===== src/rtl/lcdcol_pkg.sv =====
`timescale 1ns/1ps
package lcdcol_pkg;

  typedef enum logic [1:0] {
    LVL_V0  = 2'd0,
    LVL_V2  = 2'd1,
    LVL_V3  = 2'd2,
    LVL_GND = 2'd3
  } drive_lvl_e;

  function automatic drive_lvl_e lvl_sel(logic b, logic fr, logic blank_n);
    if (!blank_n)  return LVL_GND;
    if (b)         return fr ? LVL_GND : LVL_V0;
    return fr ? LVL_V3 : LVL_V2;
  endfunction

endpackage


===== src/rtl/lcdcol_cascade.sv =====
`timescale 1ns/1ps
module lcdcol_cascade #(
  parameter int N     = 120,
  parameter int PAR_W = 4
) (
  input  logic                     clk_i,
  input  logic                     rst_ni,
  input  logic                     dclk_fall_i,
  input  logic                     lp_fall_i,
  input  logic                     dir_i,
  input  logic                     par_i,
  input  logic [1:0]               en_pin_i,
  output logic                     wr_en_o,
  output logic [$clog2(N+1)-1:0]   base_o,
  output logic [1:0]               en_pin_o,
  output logic [1:0]               en_pin_oe_o
);
  localparam int CW = $clog2(N+1);

  logic [CW-1:0] cnt_q;
  logic          sel_q, armed_q, en_out_q;
  logic          en_in_w, active_w, last_w, fin_w;
  logic [CW:0]   step_w, nxt_w;

  assign en_in_w  = dir_i ? en_pin_i[0] : en_pin_i[1];
  assign active_w = sel_q | (armed_q & ~en_in_w);
  assign step_w   = par_i ? (CW+1)'(PAR_W) : (CW+1)'(1);
  assign nxt_w    = {1'b0, cnt_q} + step_w;
  assign last_w   = nxt_w >= (CW+1)'(N);
  assign wr_en_o  = dclk_fall_i & active_w & ~lp_fall_i;
  assign fin_w    = wr_en_o & last_w;
  assign base_o   = cnt_q;

  always_ff @(posedge clk_i or negedge rst_ni) begin
    if (!rst_ni) begin
      cnt_q    <= '0;
      sel_q    <= 1'b0;
      armed_q  <= 1'b0;
      en_out_q <= 1'b1;
    end else if (lp_fall_i) begin
      cnt_q    <= '0;
      sel_q    <= 1'b0;
      armed_q  <= 1'b1;
      en_out_q <= 1'b1;
    end else if (dclk_fall_i) begin
      if (!en_out_q) en_out_q <= 1'b1;
      if (active_w) begin
        if (last_w) begin
          sel_q    <= 1'b0;
          armed_q  <= 1'b0;
          en_out_q <= 1'b0;
        end else begin
          cnt_q <= nxt_w[CW-1:0];
          sel_q <= 1'b1;
        end
      end
    end
  end

  // role swap follows direction; idle pin drives high
  assign en_pin_oe_o = dir_i ? 2'b10 : 2'b01;
  assign en_pin_o    = dir_i ? {en_out_q, 1'b1} : {1'b1, en_out_q};


  en_low_one_chk: assert property (@(posedge clk_i) disable iff (!rst_ni)
    (!en_out_q && dclk_fall_i) |=> en_out_q);

  en_fall_src_chk: assert property (@(posedge clk_i) disable iff (!rst_ni)
    $fell(en_out_q) |-> $past(fin_w));

  fin_desel_chk: assert property (@(posedge clk_i) disable iff (!rst_ni)
    fin_w |=> (!sel_q && !armed_q));

endmodule


===== src/rtl/lcdcol_data_latch.sv =====
`timescale 1ns/1ps
module lcdcol_data_latch #(
  parameter int N     = 120,
  parameter int PAR_W = 4
) (
  input  logic                     clk_i,
  input  logic                     rst_ni,
  input  logic                     wr_en_i,
  input  logic [$clog2(N+1)-1:0]   base_i,
  input  logic                     dir_i,
  input  logic                     par_i,
  input  logic [PAR_W-1:0]         data_i,
  output logic [N-1:0]             data_o
);
  localparam int CW = $clog2(N+1);
  localparam int OW = CW + 2;
  localparam int SW = $clog2(PAR_W);

  logic [OW-1:0] step_w;
  assign step_w = par_i ? OW'(PAR_W) : OW'(1);

  for (genvar g = 0; g < N; g++) begin : g_pos
    logic [OW-1:0] off;
    logic          hit;
    // offset of this position within the current write group; MSB set = behind
    assign off = (dir_i ? OW'(N-1-g) : OW'(g)) - {2'b00, base_i};
    assign hit = wr_en_i && !off[OW-1] && (off < step_w);

    always_ff @(posedge clk_i or negedge rst_ni) begin
      if (!rst_ni)  data_o[g] <= 1'b0;
      else if (hit) data_o[g] <= data_i[off[SW-1:0]];
    end
  end


  hold_when_idle_chk: assert property (@(posedge clk_i) disable iff (!rst_ni)
    !wr_en_i |=> $stable(data_o));

endmodule


===== src/rtl/lcdcol_line_latch.sv =====
`timescale 1ns/1ps
module lcdcol_line_latch
  import lcdcol_pkg::*;
#(
  parameter int N = 120
) (
  input  logic             clk_i,
  input  logic             rst_ni,
  input  logic             lp_fall_i,
  input  logic             blank_ni,
  input  logic             frame_inv_i,
  input  logic [N-1:0]     data_i,
  output logic [2*N-1:0]   level_o
);
  logic [N-1:0] line_q;

  // cleared latch doubles as the non-select hold after blanking
  always_ff @(posedge clk_i or negedge rst_ni) begin
    if (!rst_ni)        line_q <= '0;
    else if (!blank_ni) line_q <= '0;
    else if (lp_fall_i) line_q <= data_i;
  end

  for (genvar g = 0; g < N; g++) begin : g_col
    assign level_o[2*g +: 2] = lvl_sel(line_q[g], frame_inv_i, blank_ni);
  end


  blank_clear_chk: assert property (@(posedge clk_i) disable iff (!rst_ni)
    !blank_ni |=> (line_q == '0));

  line_load_chk: assert property (@(posedge clk_i) disable iff (!rst_ni)
    (lp_fall_i && blank_ni) |=> (line_q == $past(data_i)));

endmodule


===== src/rtl/lcdcol_driver.sv =====
`timescale 1ns/1ps
module lcdcol_driver #(
  parameter int N     = 120,
  parameter int PAR_W = 4
) (
  input  logic               clk_i,
  input  logic               rst_ni,
  input  logic               dclk_i,
  input  logic               lp_i,
  input  logic               dir_i,
  input  logic               par_i,
  input  logic [PAR_W-1:0]   data_i,
  input  logic               frame_inv_i,
  input  logic               blank_ni,
  input  logic [1:0]         en_pin_i,
  output logic [1:0]         en_pin_o,
  output logic [1:0]         en_pin_oe_o,
  output logic [2*N-1:0]     level_o
);
  localparam int CW = $clog2(N+1);

  logic          dclk_q, lp_q;
  logic          dclk_fall, lp_fall, wr_en;
  logic [CW-1:0] base;
  logic [N-1:0]  data_lat;

  // strobes reset low so a low input at start is no edge
  always_ff @(posedge clk_i or negedge rst_ni) begin
    if (!rst_ni) begin
      dclk_q <= 1'b0;
      lp_q   <= 1'b0;
    end else begin
      dclk_q <= dclk_i;
      lp_q   <= lp_i;
    end
  end

  assign dclk_fall = dclk_q & ~dclk_i;
  assign lp_fall   = lp_q & ~lp_i;

  lcdcol_cascade #(.N(N), .PAR_W(PAR_W)) cascade_i (
    .clk_i       (clk_i),
    .rst_ni      (rst_ni),
    .dclk_fall_i (dclk_fall),
    .lp_fall_i   (lp_fall),
    .dir_i       (dir_i),
    .par_i       (par_i),
    .en_pin_i    (en_pin_i),
    .wr_en_o     (wr_en),
    .base_o      (base),
    .en_pin_o    (en_pin_o),
    .en_pin_oe_o (en_pin_oe_o)
  );

  lcdcol_data_latch #(.N(N), .PAR_W(PAR_W)) data_latch_i (
    .clk_i   (clk_i),
    .rst_ni  (rst_ni),
    .wr_en_i (wr_en),
    .base_i  (base),
    .dir_i   (dir_i),
    .par_i   (par_i),
    .data_i  (data_i),
    .data_o  (data_lat)
  );

  lcdcol_line_latch #(.N(N)) line_latch_i (
    .clk_i       (clk_i),
    .rst_ni      (rst_ni),
    .lp_fall_i   (lp_fall),
    .blank_ni    (blank_ni),
    .frame_inv_i (frame_inv_i),
    .data_i      (data_lat),
    .level_o     (level_o)
  );

endmodule


===== config.mk =====
export PLATFORM = sky130hd
export DESIGN_NAME = lcdcol_driver
export DESIGN_NICKNAME = d
export VERILOG_FILES = /design/src/rtl/lcdcol_pkg.sv /design/src/rtl/lcdcol_cascade.sv /design/src/rtl/lcdcol_data_latch.sv /design/src/rtl/lcdcol_line_latch.sv /design/src/rtl/lcdcol_driver.sv
export SDC_FILE = /design/constraint.sdc
export NUM_CORES = 1
export LEC_CHECK = 0
export ABC_AREA = 1
export BUFFER_PORTS_ARGS = -buffer_cell sky130_fd_sc_hd__buf_2
export CAP_MARGIN = 20
export CORE_UTILIZATION = 40
export DETAILED_ROUTE_END_ITERATION = 7
export PLACE_DENSITY = 0.57
export REMOVE_ABC_BUFFERS = 1
export SETUP_SLACK_MARGIN = 0.4
export SLEW_MARGIN = 20
export SYNTH_ARGS = -nofsm -noshare
export SYNTH_HDL_FRONTEND = slang
export SYNTH_SLANG_ARGS = --single-unit

===== constraint.sdc =====
create_clock -name clk_i -period 5.43 [get_ports clk_i]
set_input_delay 1.086 -clock clk_i [delete_from_list [all_inputs] [get_ports clk_i]]
set_output_delay 1.086 -clock clk_i [all_outputs]
set_load 0.01 [all_outputs]

==> key figures, run 1 <==
Cells and area
  – Final cell count without fillers: 4327
  – Fillers: 5656
  – Post-layout net count: 3670
  – FF+latch area: 6310 µm²
  – Area of combinational cells with multiple inputs: 11800 µm²
  – Post-layout utilization of the core: 0.452
  – Signed area change from the synthesized netlist to the final layout: 10.8%
  – Proportion of layout cells with a drive suffix above 1: 0.115
  – Area of all placed cells without fillers: 23300 µm²
  – Inserted Diodes: 0

Logic synthesis
  – Dominant cells by area after synthesis: sky130_fd_sc_hd__dfrtp_1 30%, sky130_fd_sc_hd__nand2_1 22%, sky130_fd_sc_hd__nand3_1 15%, sky130_fd_sc_hd__inv_1 6.5%, sky130_fd_sc_hd__o21ai_0 5.7%
  – Post-synthesis cell area: 21100 µm²
  – Adder and majority gate portion of the synthesized area: 0.0193
  – Area share of the largest cell type after synthesis: 0.298
  – Complex-gate fraction of the synthesized area: 0.0785
  – Mean Syn Cell Area: 5.93 µm²
  – Library cell occupying the most area in the post-synthesis netlist: sky130_fd_sc_hd__dfrtp_1
  – Mux contribution to synthesized area: 0
  – Seq cells post-synth: 252
  – Largest family of logic cells by synthesized area: simple AND/OR/NAND/NOR gates
  – Count of yosys warnings during synthesis: 0
  – Gate count after technology mapping: 3552
  – Sequential cell area fraction in the yosys report: 0.300
  – Share of the synthesized netlist area taken by xor and xnor gates: 0.00458
  – Synthesized-area fraction occupied by and/or/nand/nor cells: 0.455
  – Number of different library cells in the post-synthesis netlist: 37

Critical path
  – Critical path cell sequence: buf_2, inv_1, ha_1, fa_1, clkinv_1, nand2_1, nand2_1, inv_1, ha_1, a21oi_1, nand3_1, nor2_2, nand3_1, o21ai_0, inv_1
  – Buffers and inverters on the worst path: 5
  – Top cell family by delay on the critical path: adder cells
  – Kind of capture point of the worst setup path: flip-flop
  – Crit path max-delay cell type: sky130_fd_sc_hd__fa_1
  – Category of the most critical setup path: in -> reg
  – Required time worst endpoint: 5.89 ns
  – Library cell appearing most often on the critical path: sky130_fd_sc_hd__inv_1
  – Capture instance of the worst register-to-register path: data_latch_i.data_o[86]$_DFFE_PN0P_
  – Critical path startpoint category: input port
  – Worst r2r src: cascade_i.base_o[5]$_DFFE_PN0P_
  – Slack of the worst reg-to-reg path: 1.63 ns
  – Critical Path Max Stage Delay: 0.52 ns
  – Crit path max fanout: 16
  – Register-to-Register Path Depth: 12
  – Worst Path Arrival: 4.52 ns

Place
  – Placed Instance Area: 22300 µm²
  – Inst Count DP: 4274
  – Port buffer count: 257
  – Detailed placement HPWL: 58300 µm
  – Final Wtd Congestion: 1.05

Clocking
  – Clock net sink count: 252
  – Post-cts sizing count: 0
  – Clock slew at the register clock pins of the worst setup and hold paths: 0.06 ns
  – TritonCTS clock tree: done
  – Clock latency reported for the late side of the worst-skew pair: 0.59 ns
  – Number of buffers added by the clock tree synthesis step: 30
  – Hold-fix buffers at CTS: 0
  – H-Tree Level Count: 1
  – Number of buffers between clock root and the deepest sink: 3
  – Number of post-CTS setup repair buffers: 0
  – Clock root buffer: sky130_fd_sc_hd__clkbuf_16

STA
  – Transition time of the tightest slew-check pin: 0.982 ns
  – Period Utilization, post-route: 0.747
  – Unrepaired setup endpoints after global routing: no
  – Clock skew after layout: 0.0277 ns
  – Setup violators final: 0
  – Max Fclk: 246 MHz
  – Worst hold slack after final layout: 0.282 ns
  – Max-slew violations: 0
  – Endpoints failing hold: 0
  – Clock period minus worst slack: 4.06 ns
  – Relative slew slack: 0.343

Power and ir drop
  – Max VDD drop: 0.000184 V
  – Cell Pwr Density: 281 nW/µm²
  – Static Leak: 0.0117 µW
  – PnR Total Power: 6550 µW

Detailed routing
  – Iteration-0 DRC count of the detailed router: 2354
  – Length of the first detailed-routing pass in iterations: 6
  – Drt via density: 5.29
  – Routed Wire Length: 80500 µm
  – DRC violation count after routing: 0
  – WL/cell: 18.6 µm
  – Vias after detailed routing: 22900
  – Antenna violation net count after detailed routing: 0

Die
  – Number of placement rows: 83
  – Starting Density: 0.408
  – DIE AREA: 53600 µm²
  – Number of top-level design ports: 258
  – Chip width: 231 µm
  – Floorplan Core Area: 51600 µm²
  – Vertical extent of the die: 231 µm

GRT
  – Total congestion overflow after global routing: 0
  – GRT Resource Usage Total: 0.296
  – Number of antenna violations at the first check in global routing: 3
  – Met2 Track Usage GR: 0.432
  – Global-route wire length before repair: 123000 µm
  – Maximum number of pins on one net before global-route repair: 133
  – Global routing met1 resource utilization: 0.432
  – GR Util met3: 0.0551
  – Number of global-route vias before repair: 20600
  – Layer with the highest usage: met2

Job
  – Maximum Capacitance Violations: 0

Hold path
  – Worst Hold Class: in -> async

Outcome
  – Outcome: completed
[state kept, by name, indices dropped and copies added, names as in the netlist]
name / count
data_latch_i.data_o: 120
line_latch_i.line_q: 120
cascade_i.base_o: 7
cascade_i.armed_q: 1
cascade_i.en_out_q: 1
cascade_i.sel_q: 1
dclk_q: 1
lp_q: 1
[synthesized netlist by cell type]
cell and count:
sky130_fd_sc_hd__nand4_1 58, sky130_fd_sc_hd__ha_1 26, sky130_fd_sc_hd__inv_4 1, sky130_fd_sc_hd__nand2_2 1, sky130_fd_sc_hd__or2_1 3, sky130_fd_sc_hd__and2_1 2, sky130_fd_sc_hd__o211ai_1 2, sky130_fd_sc_hd__dfrtp_1 251
sky130_fd_sc_hd__o21ai_2 5, sky130_fd_sc_hd__a31oi_1 4, sky130_fd_sc_hd__clkinv_1 7, sky130_fd_sc_hd__nor2_4 3, sky130_fd_sc_hd__o21ai_1 2, sky130_fd_sc_hd__o21ai_0 240, sky130_fd_sc_hd__nor2_1 311, sky130_fd_sc_hd__inv_2 4
sky130_fd_sc_hd__fa_1 4, sky130_fd_sc_hd__dfstp_2 1, sky130_fd_sc_hd__inv_1 362, sky130_fd_sc_hd__xor2_1 11, sky130_fd_sc_hd__nand3_1 618, sky130_fd_sc_hd__clkbuf_1 105, sky130_fd_sc_hd__a21o_1 1, sky130_fd_sc_hd__or2_2 3
sky130_fd_sc_hd__o21bai_1 4, sky130_fd_sc_hd__nor3_1 20, sky130_fd_sc_hd__nor3_2 2, sky130_fd_sc_hd__nor3b_1 1, sky130_fd_sc_hd__buf_2 35, sky130_fd_sc_hd__nor2_2 6, sky130_fd_sc_hd__buf_4 126, sky130_fd_sc_hd__buf_1 24
sky130_fd_sc_hd__nand2_1 1252, sky130_fd_sc_hd__a21oi_2 3, sky130_fd_sc_hd__a21oi_1 51, sky130_fd_sc_hd__a21oi_4 2, sky130_fd_sc_hd__o22ai_1 1
[power by group]
group / switching (µW) / total [µW] / internal [µW]
sequential: 114 / 2180 / 2070
clock: 836 / 2170 / 1330
combinational: 1620 / 2200 / 580
[kinds of logic (layout without fill, tap and decap cells)]
group	count (synthesis)	after routing
compound gates	315	315
fa+ha+maj	30	30
simple gates	2280	2280
xor+xnor	11	11
buf+inv	664	759
flops	252	252
[worst max path at each step]
stage | from | end | slack (ns) | cells after the start
2_1_floorplan | frame_inv_i | level_o[101] | -6.38 | 2
3_3_place_gp | dir_i | data_latch_i.data_o[38]$_DFFE_PN0P_ | 0.88 | 17
3_5_place_dp | dir_i | data_latch_i.data_o[24]$_DFFE_PN0P_ | 0.85 | 17
4_1_cts | dir_i | data_latch_i.data_o[24]$_DFFE_PN0P_ | 1.45 | 17
5_1_grt | dir_i | data_latch_i.data_o[24]$_DFFE_PN0P_ | 1.19 | 17
6_report | dir_i | data_latch_i.data_o[58]$_DFFE_PN0P_ | 1.37 | 15
[routing by layer]
metal	share of wire	routed length, µm
met3	0.087	6990
met2	0.42	33700
met4	0.034	2760
met1	0.46	37000
met5	0.00026	21
[per-stage QoR]
stage	setup TNS (ns)	worst slack, ns
2_1_floorplan	-955.34	-6.38
3_3_place_gp	0	0.876
3_5_place_dp	0	0.847
4_1_cts	0	1.45
5_1_grt	0	1.19
6_report	0	1.37
[layout by cell type, fill, tap and decap left out, drive strengths merged]
| cell type | n |
|---|---|
| o22ai | 1 |
| dfrtp | 251 |
| or2 | 6 |
| bufinv | 4 |
| a21oi | 56 |
| clkbuf | 44 |
| clkinvlp | 1 |
| buf | 331 |
| a31oi | 4 |
| nand3 | 618 |
| dfstp | 1 |
| o21bai | 4 |
| xor2 | 11 |
| nand2 | 1253 |
| clkinv | 12 |
| a21o | 1 |
| nor3 | 22 |
| o21ai | 247 |
| ha | 26 |
| nand4 | 58 |
| fa | 4 |
| and2 | 2 |
| o211ai | 2 |
| nor3b | 1 |
| nor2 | 320 |
| inv | 367 |
[cell type report]
cell class              instances  area share
multi-input cells            2636       0.504
clock buffers                  43      0.0386
well taps                     680      0.0365
repair buffers                332      0.0834
inverters                     374      0.0604
clock inverters                10     0.00671
flip-flops and latches        252       0.270
No activity file was read; power rests on OpenSTA's default activity.
==> inputs of run 2 (changes only) <==
PLACE_DENSITY = 0.6   (was 0.57)
clock period = 3.7 ns   (was 5.43 ns; I/O delays follow)
==> key figures, run 2 (same netlist as run 1, synthesis figures left out) <==
GRT
  – GR Util met3: 0.0445 (was 0.0551)
  – Global routing met1 resource utilization: 0.434 (was 0.432)
  – Maximum number of pins on one net before global-route repair: 124 (was 133)
  – Global-route wire length before repair: 122000 µm (was 123000 µm)
  – GRT Resource Usage Total: 0.293 (was 0.296)
  – Layer with the highest usage: met1 (was met2)
  – Total congestion overflow after global routing: 0 (unchanged)
  – Number of global-route vias before repair: 20500 (was 20600)
  – Number of antenna violations at the first check in global routing: 2 (was 3)
  – Met2 Track Usage GR: 0.431 (was 0.432)

Clocking
  – Number of buffers between clock root and the deepest sink: 3 (unchanged)
  – Clock root buffer: sky130_fd_sc_hd__clkbuf_16 (unchanged)
  – Number of post-CTS setup repair buffers: 0 (unchanged)
  – Clock slew at the register clock pins of the worst setup and hold paths: 0.06 ns (about the same)
  – Clock latency reported for the late side of the worst-skew pair: 0.58 ns (was 0.59 ns)
  – Clock net sink count: 252 (unchanged)
  – H-Tree Level Count: 1 (unchanged)
  – Number of buffers added by the clock tree synthesis step: 28 (was 30)
  – TritonCTS clock tree: done (unchanged)

Detailed routing
  – Iteration-0 DRC count of the detailed router: 2130 (was 2354)
  – Routed Wire Length: 79800 µm (was 80500 µm)
  – DRC violation count after routing: 0 (unchanged)
  – WL/cell: 18.2 µm (was 18.6 µm)
  – Vias after detailed routing: 23000 (was 22900)
  – Antenna violation net count after detailed routing: 0 (unchanged)
  – Length of the first detailed-routing pass in iterations: 5 (was 6)
  – Drt via density: 5.24 (was 5.29)

Power and ir drop
  – Switching component of the power: 3710 µW (was 2570 µW)
  – Share of total power in the clock network: 0.315 (was 0.330)
  – Cell-internal power: 5820 µW (was 3980 µW)
  – Max VDD drop: 0.000304 V (was 0.000184 V)
  – Combinational Power Share: 0.349 (was 0.336)
  – Share of total power in sequential cells: 0.337 (was 0.333)
  – Static Leak: 0.0120 µW (was 0.0117 µW)
  – Cell Pwr Density: 399 nW/µm² (was 281 nW/µm²)
  – Switching power as a share of total power: 0.390 (was 0.393)

Critical path
  – Category of the most critical setup path: reg -> reg (was in -> reg)
  – Critical path startpoint category: flip-flop (was input port)
  – Crit path max fanout: 33 (was 16)
  – Kind of capture point of the worst setup path: flip-flop (unchanged)
  – Worst Path Arrival: 3.57 ns (was 4.52 ns)
  – Required time worst endpoint: 4.15 ns (was 5.89 ns)

Place
  – Inst Count DP: 4344 (was 4274)
  – Placed Instance Area: 22900 µm² (was 22300 µm²)
  – Detailed placement HPWL: 59300 µm (was 58300 µm)
  – Port buffer count: 257 (unchanged)
  – Final Wtd Congestion: 1.04 (was 1.05)

Die
  – Floorplan Core Area: 51600 µm² (unchanged)
  – Number of top-level design ports: 258 (unchanged)
  – Vertical extent of the die: 231 µm (unchanged)
  – Number of placement rows: 83 (unchanged)
  – Chip width: 231 µm (unchanged)
  – DIE AREA: 53600 µm² (unchanged)
  – Starting Density: 0.408 (unchanged)

STA
  – Max Fclk: 320 MHz
  – Period Utilization, post-route: 0.844
  – Worst hold slack after final layout: 0.220 ns (was 0.282 ns)
  – Transition time of the tightest slew-check pin: 0.939 ns (was 0.982 ns)
  – Relative slew slack: 0.373 (was 0.343)
  – Endpoints failing hold: 0 (unchanged)
  – Unrepaired setup endpoints after global routing: no (unchanged)
  – Clock skew after layout: 0.0346 ns (was 0.0277 ns)
  – Clock period minus worst slack: 3.12 ns
  – Setup violators final: 0 (unchanged)
  – Max-slew violations: 0 (unchanged)

Job
  – Maximum Capacitance Violations: 0 (unchanged)

Cells and area
  – Signed area change from the synthesized netlist to the final layout: 13.5% (was 10.8%)
  – Most frequent cells in the layout: 1250 x sky130_fd_sc_hd__nand2_1, 618 x sky130_fd_sc_hd__nand3_1, 359 x sky130_fd_sc_hd__inv_1 (unchanged)
  – Proportion of layout cells with a drive suffix above 1: 0.131 (was 0.115)
  – Area of all placed cells without fillers: 23900 µm² (was 23300 µm²)
  – Final cell count without fillers: 4394 (was 4327)
  – Inserted Diodes: 0 (unchanged)
  – Post-layout net count: 3738 (was 3670)
  – Most common cell after layout, fill and taps aside: sky130_fd_sc_hd__nand2_1 (unchanged)

Outcome
  – Outcome: completed (unchanged)

Hold path
  – Worst Hold Class: in -> async (unchanged)
-- run 2: power by group through the flow --
| stage | combinational (µW) | clock, µW | sequential, µW |
|---|---|---|---|
| finish | 3320 | 3000 | 3210 |
| global route | 3630 | 3170 | 3240 |
| CTS | 3260 | 3080 | 3210 |
| detailed placement | 3250 | 0 | 3260 |
| global placement | 3240 | 0 | 3250 |
| floorplan | 1810 | 0 | 3200 |
-- run 2: worst max-delay path: stages, from the launching register on --
cell	delay [ns]
sky130_fd_sc_hd__dfrtp_1	0.51
sky130_fd_sc_hd__clkinvlp_4	0.30
sky130_fd_sc_hd__ha_2	0.53
sky130_fd_sc_hd__buf_4	0.42
sky130_fd_sc_hd__nor2_1	0.13
sky130_fd_sc_hd__a21oi_1	0.48
sky130_fd_sc_hd__o21ai_0	0.18
sky130_fd_sc_hd__nand2_1	0.16
sky130_fd_sc_hd__nor2_1	0.08
sky130_fd_sc_hd__nand2_1	0.08
sky130_fd_sc_hd__nand2_1	0.05
sky130_fd_sc_hd__nand2_1	0.05
sky130_fd_sc_hd__inv_1	0.04
-- run 2: final timing paths --
kind,start,to,slack [ns],cells after the start
max in group asynchronous,rst_ni,line_latch_i.line_q[21]$_DFFE_PN0P_,2.65,2
min in group clk_i,lp_i,lp_q$_DFF_PN0_,0.32,1
hold reg to reg,data_latch_i.data_o[47]$_DFFE_PN0P_,data_latch_i.data_o[47]$_DFFE_PN0P_,0.47,2
setup / recovery,cascade_i.base_o[6]$_DFFE_PN0P_,data_latch_i.data_o[25]$_DFFE_PN0P_,0.58,12
hold / removal,rst_ni,line_latch_i.line_q[94]$_DFFE_PN0P_,0.22,1
setup reg to reg,cascade_i.base_o[6]$_DFFE_PN0P_,data_latch_i.data_o[25]$_DFFE_PN0P_,0.58,12
-- run 2: what timing repair did --
item | CTS | global route
endpoints found under the hold margin | 0 | 0
gates resized for setup | 0 | 2
setup endpoints to repair | 0 | 25
hold buffers | 0 | 0
-- run 2: routing by layer --
| metal | routed length (µm) | share of wire |
|---|---|---|
| met5 | 0 | 0 |
| met4 | 2570 | 0.032 |
| met3 | 6530 | 0.082 |
| met2 | 33400 | 0.42 |
| met1 | 37300 | 0.47 |
-- run 2: cell type report --
cell class                 instances  area (µm²)
fill                            5535       27700
multi-input combinational       2636       11800
sequential                       252        6310
timing repair buffer             402        2580
inverter                         374        1410
tap                              680         851
clock buffer                      39         823
clock inverter                    11         165
-- run 2: through the flow --
stage	worst slack, ns	setup TNS [ns]	util	power, µW
2_1_floorplan	-7.42	-1425.90	-	5010
3_3_place_gp	0.154	0	0.444	6500
3_5_place_dp	0.110	0	0.444	6500
4_1_cts	0.536	0	0.463	9550
5_1_grt	0.403	0	0.463	10000
6_report	0.576	0	0.463	9530
==> inputs of run 3 (changes only) <==
clock period = 2.7 ns   (was 3.7 ns; I/O delays follow)
==> key figures, run 3 (same netlist as run 1, synthesis figures left out) <==
Outcome
  – Outcome: completed (unchanged)

Die
  – Number of placement rows: 83 (unchanged)
  – Floorplan Core Area: 51600 µm² (unchanged)
  – Chip width: 231 µm (unchanged)
  – Starting Density: 0.408 (unchanged)
  – Number of top-level design ports: 258 (unchanged)
  – Vertical extent of the die: 231 µm (unchanged)
  – DIE AREA: 53600 µm² (unchanged)

Cells and area
  – Inserted Diodes: 0 (unchanged)
  – Post-layout net count: 4092 (was 3738)
  – Signed area change from the synthesized netlist to the final layout: 37.8% (was 13.5%)
  – Final cell count without fillers: 4747 (was 4394)
  – Most common cell after layout, fill and taps aside: sky130_fd_sc_hd__nand2_1 (unchanged)
  – Proportion of layout cells with a drive suffix above 1: 0.296 (was 0.131)
  – Most frequent cells in the layout: 1155 x sky130_fd_sc_hd__nand2_1, 530 x sky130_fd_sc_hd__nand3_1, 408 x sky130_fd_sc_hd__buf_4 (was 1250 x sky130_fd_sc_hd__nand2_1, 618 x sky130_fd_sc_hd__nand3_1, 359 x sky130_fd_sc_hd__inv_1)
  – Post-layout utilization of the core: 0.562 (was 0.463)

Clocking
  – Clock root buffer: sky130_fd_sc_hd__clkbuf_16 (unchanged)
  – Clock slew at the register clock pins of the worst setup and hold paths: 0.06 ns (about the same)
  – Number of buffers added by the clock tree synthesis step: 28 (unchanged)
  – TritonCTS clock tree: done (unchanged)
  – Number of buffers between clock root and the deepest sink: 3 (unchanged)
  – H-Tree Level Count: 1 (unchanged)
  – Clock net sink count: 252 (unchanged)
  – Clock latency reported for the late side of the worst-skew pair: 0.58 ns (about the same)

Critical path
  – Buffers and inverters on the worst path: 5 (was 3)
  – Critical Path Max Stage Delay: 0.44 ns (was 0.53 ns)
  – Category of the most critical setup path: reg -> reg (unchanged)
  – End point of the critical path: data_latch_i.data_o[106]$_DFFE_PN0P_ (was data_latch_i.data_o[25]$_DFFE_PN0P_)
  – Capture instance of the worst register-to-register path: data_latch_i.data_o[106]$_DFFE_PN0P_ (was data_latch_i.data_o[25]$_DFFE_PN0P_)
  – Library cell appearing most often on the critical path: sky130_fd_sc_hd__buf_6 (was sky130_fd_sc_hd__nand2_1)
  – Required time worst endpoint: 3.17 ns (was 4.15 ns)
  – Kind of capture point of the worst setup path: flip-flop (unchanged)
  – Worst r2r src: cascade_i.base_o[0]$_DFFE_PN0P_ (was cascade_i.base_o[6]$_DFFE_PN0P_)
  – Crit path max-delay cell type: sky130_fd_sc_hd__dfrtp_2 (was sky130_fd_sc_hd__ha_2)
  – Critical path startpoint category: flip-flop (unchanged)
  – Crit path max fanout: 4 (was 33)
  – Slack of the worst reg-to-reg path: 0.05 ns (was 0.58 ns)
  – Register-to-Register Path Depth: 16 (was 12)
  – Startpoint of the worst setup timing path: cascade_i.base_o[0]$_DFFE_PN0P_ (was cascade_i.base_o[6]$_DFFE_PN0P_)
  – Levels on crit path: 16 (was 12)
  – Critical path cell sequence: buf_6, ha_4, fa_2, inv_4, nand2_4, nand2_4, inv_2, ha_4, a21oi_4, buf_6, nand3_4, nor3_4, buf_6, nand2_2, nand2_1, nand2_1 (was clkinvlp_4, ha_2, buf_4, nor2_1, a21oi_1, o21ai_0, nand2_1, nor2_1, nand2_1, nand2_1, nand2_1, inv_1)
  – Worst Path Arrival: 3.12 ns (was 3.57 ns)
  – Top cell family by delay on the critical path: adder cells (was buffers and inverters)

Place
  – Final Wtd Congestion: 1.04 (about the same)
  – Port buffer count: 257 (unchanged)
  – Inst Count DP: 4665 (was 4344)
  – Detailed placement HPWL: 64600 µm (was 59300 µm)
  – Worst slack at placement: -0.680 ns (was 0.110 ns)

STA
  – Final total negative setup slack: 0 ns (unchanged)
  – Clock skew after layout: 0.0231 ns (was 0.0346 ns)
  – Relative slew slack: 0.580 (was 0.373)
  – Least setup slack across all paths after layout: 0.0523 ns (was 0.576 ns)
  – Max Fclk: 378 MHz (was 320 MHz)
  – Setup violators final: 0 (unchanged)
  – Unrepaired setup endpoints after global routing: yes (was no)
  – Max-slew violations: 0 (unchanged)
  – Clock period minus worst slack: 2.65 ns (was 3.12 ns)
  – Transition time of the tightest slew-check pin: 0.627 ns (was 0.939 ns)
  – Period Utilization, post-route: 0.981 (was 0.844)
  – Endpoints failing hold: 0 (unchanged)
  – Worst hold slack after final layout: 0.104 ns (was 0.220 ns)

Detailed routing
  – Antenna violation net count after detailed routing: 0 (unchanged)
  – Routed Wire Length: 85200 µm (was 79800 µm)
  – Length of the first detailed-routing pass in iterations: 6 (was 5)
  – Vias after detailed routing: 24700 (was 23000)
  – Iteration-0 DRC count of the detailed router: 2204 (was 2130)
  – WL/cell: 18.0 µm (was 18.2 µm)
  – Drt via density: 5.20 (was 5.24)
  – DRC violation count after routing: 0 (unchanged)

Power and ir drop
  – Max VDD drop: 0.000409 V (was 0.000304 V)
  – Cell Pwr Density: 516 nW/µm² (was 399 nW/µm²)
  – Static Leak: 0.0141 µW (was 0.0120 µW)

Hold path
  – Worst Hold Class: in -> reg (was in -> async)

GRT
  – Total congestion overflow after global routing: 0 (unchanged)
  – GRT Resource Usage Total: 0.310 (was 0.293)
  – Global-route wire length before repair: 129000 µm (was 122000 µm)
  – Number of antenna violations at the first check in global routing: 0 (was 2)
  – Number of global-route vias before repair: 22200 (was 20500)
  – Maximum number of pins on one net before global-route repair: 122 (was 124)

Job
  – Maximum Capacitance Violations: 0 (unchanged)
## run 3: cell count changes in the layout (fill, tap and decap cells not counted), sizes merged
cell	delta
buf	+353
bufinv	-2
clkbuf	+3
clkinv	+2
dlygate4sd3	+1
inv	-4
## run 3: what timing repair did
action / CTS / global route
gates resized for setup: 391 / 209
endpoints found under the setup margin: 121 / 127
pin swaps: 164 / 109
hold buffers: 1 / 0
gates cloned: 0 / 0
endpoints found under the hold margin: 56 / 0
buffers inserted: 19 / 13
## run 3: worst min path at each step
| stage | slack (ns) | from | depth (start not counted) | endpoint |
|---|---|---|---|---|
| floorplan | 0.24 | rst_ni | 0 | cascade_i.armed_q$_DFFE_PN0P_ |
| global placement | 0.46 | data_latch_i.data_o[83]$_DFFE_PN0P_ | 2 | data_latch_i.data_o[83]$_DFFE_PN0P_ |
| detailed placement | 0.46 | data_latch_i.data_o[75]$_DFFE_PN0P_ | 2 | data_latch_i.data_o[75]$_DFFE_PN0P_ |
| CTS | 0.08 | dclk_i | 1 | dclk_q$_DFF_PN0_ |
| global route | 0.1 | dclk_i | 1 | dclk_q$_DFF_PN0_ |
| finish | 0.10 | dclk_i | 1 | dclk_q$_DFF_PN0_ |
## run 3: metal layers
layer,wire length (µm),GRT usage
met1,39500,0.458
met2,37300,0.472
met3,6070,0.0364
met4,2410,0.0859
met5,0,0
## run 3: metrics by stage
step                total power, µW  cell area [µm²]
floorplan                      6870            19400
global placement               9790            25500
detailed placement             9800            25500
CTS                           14500            28200
global route                  15700            29000
finish                        15000            29000
## run 3: layout make-up
| type | count | area [µm²] |
|---|---|---|
| timing repair buffer | 756 | 5700 |
| sequential | 252 | 6310 |
| inverter | 374 | 1450 |
| tap | 680 | 851 |
| fill | 5078 | 22600 |
| multi-input combinational | 2636 | 13800 |
| clock buffer | 42 | 845 |
| clock inverter | 7 | 91.3 |
## run 3: report_power, final
group / leakage [µW] / switching (µW) / internal (µW)
clock: 0.000459 / 1560 / 2330
sequential: 0.00314 / 237 / 4170
combinational: 0.0105 / 4150 / 2520
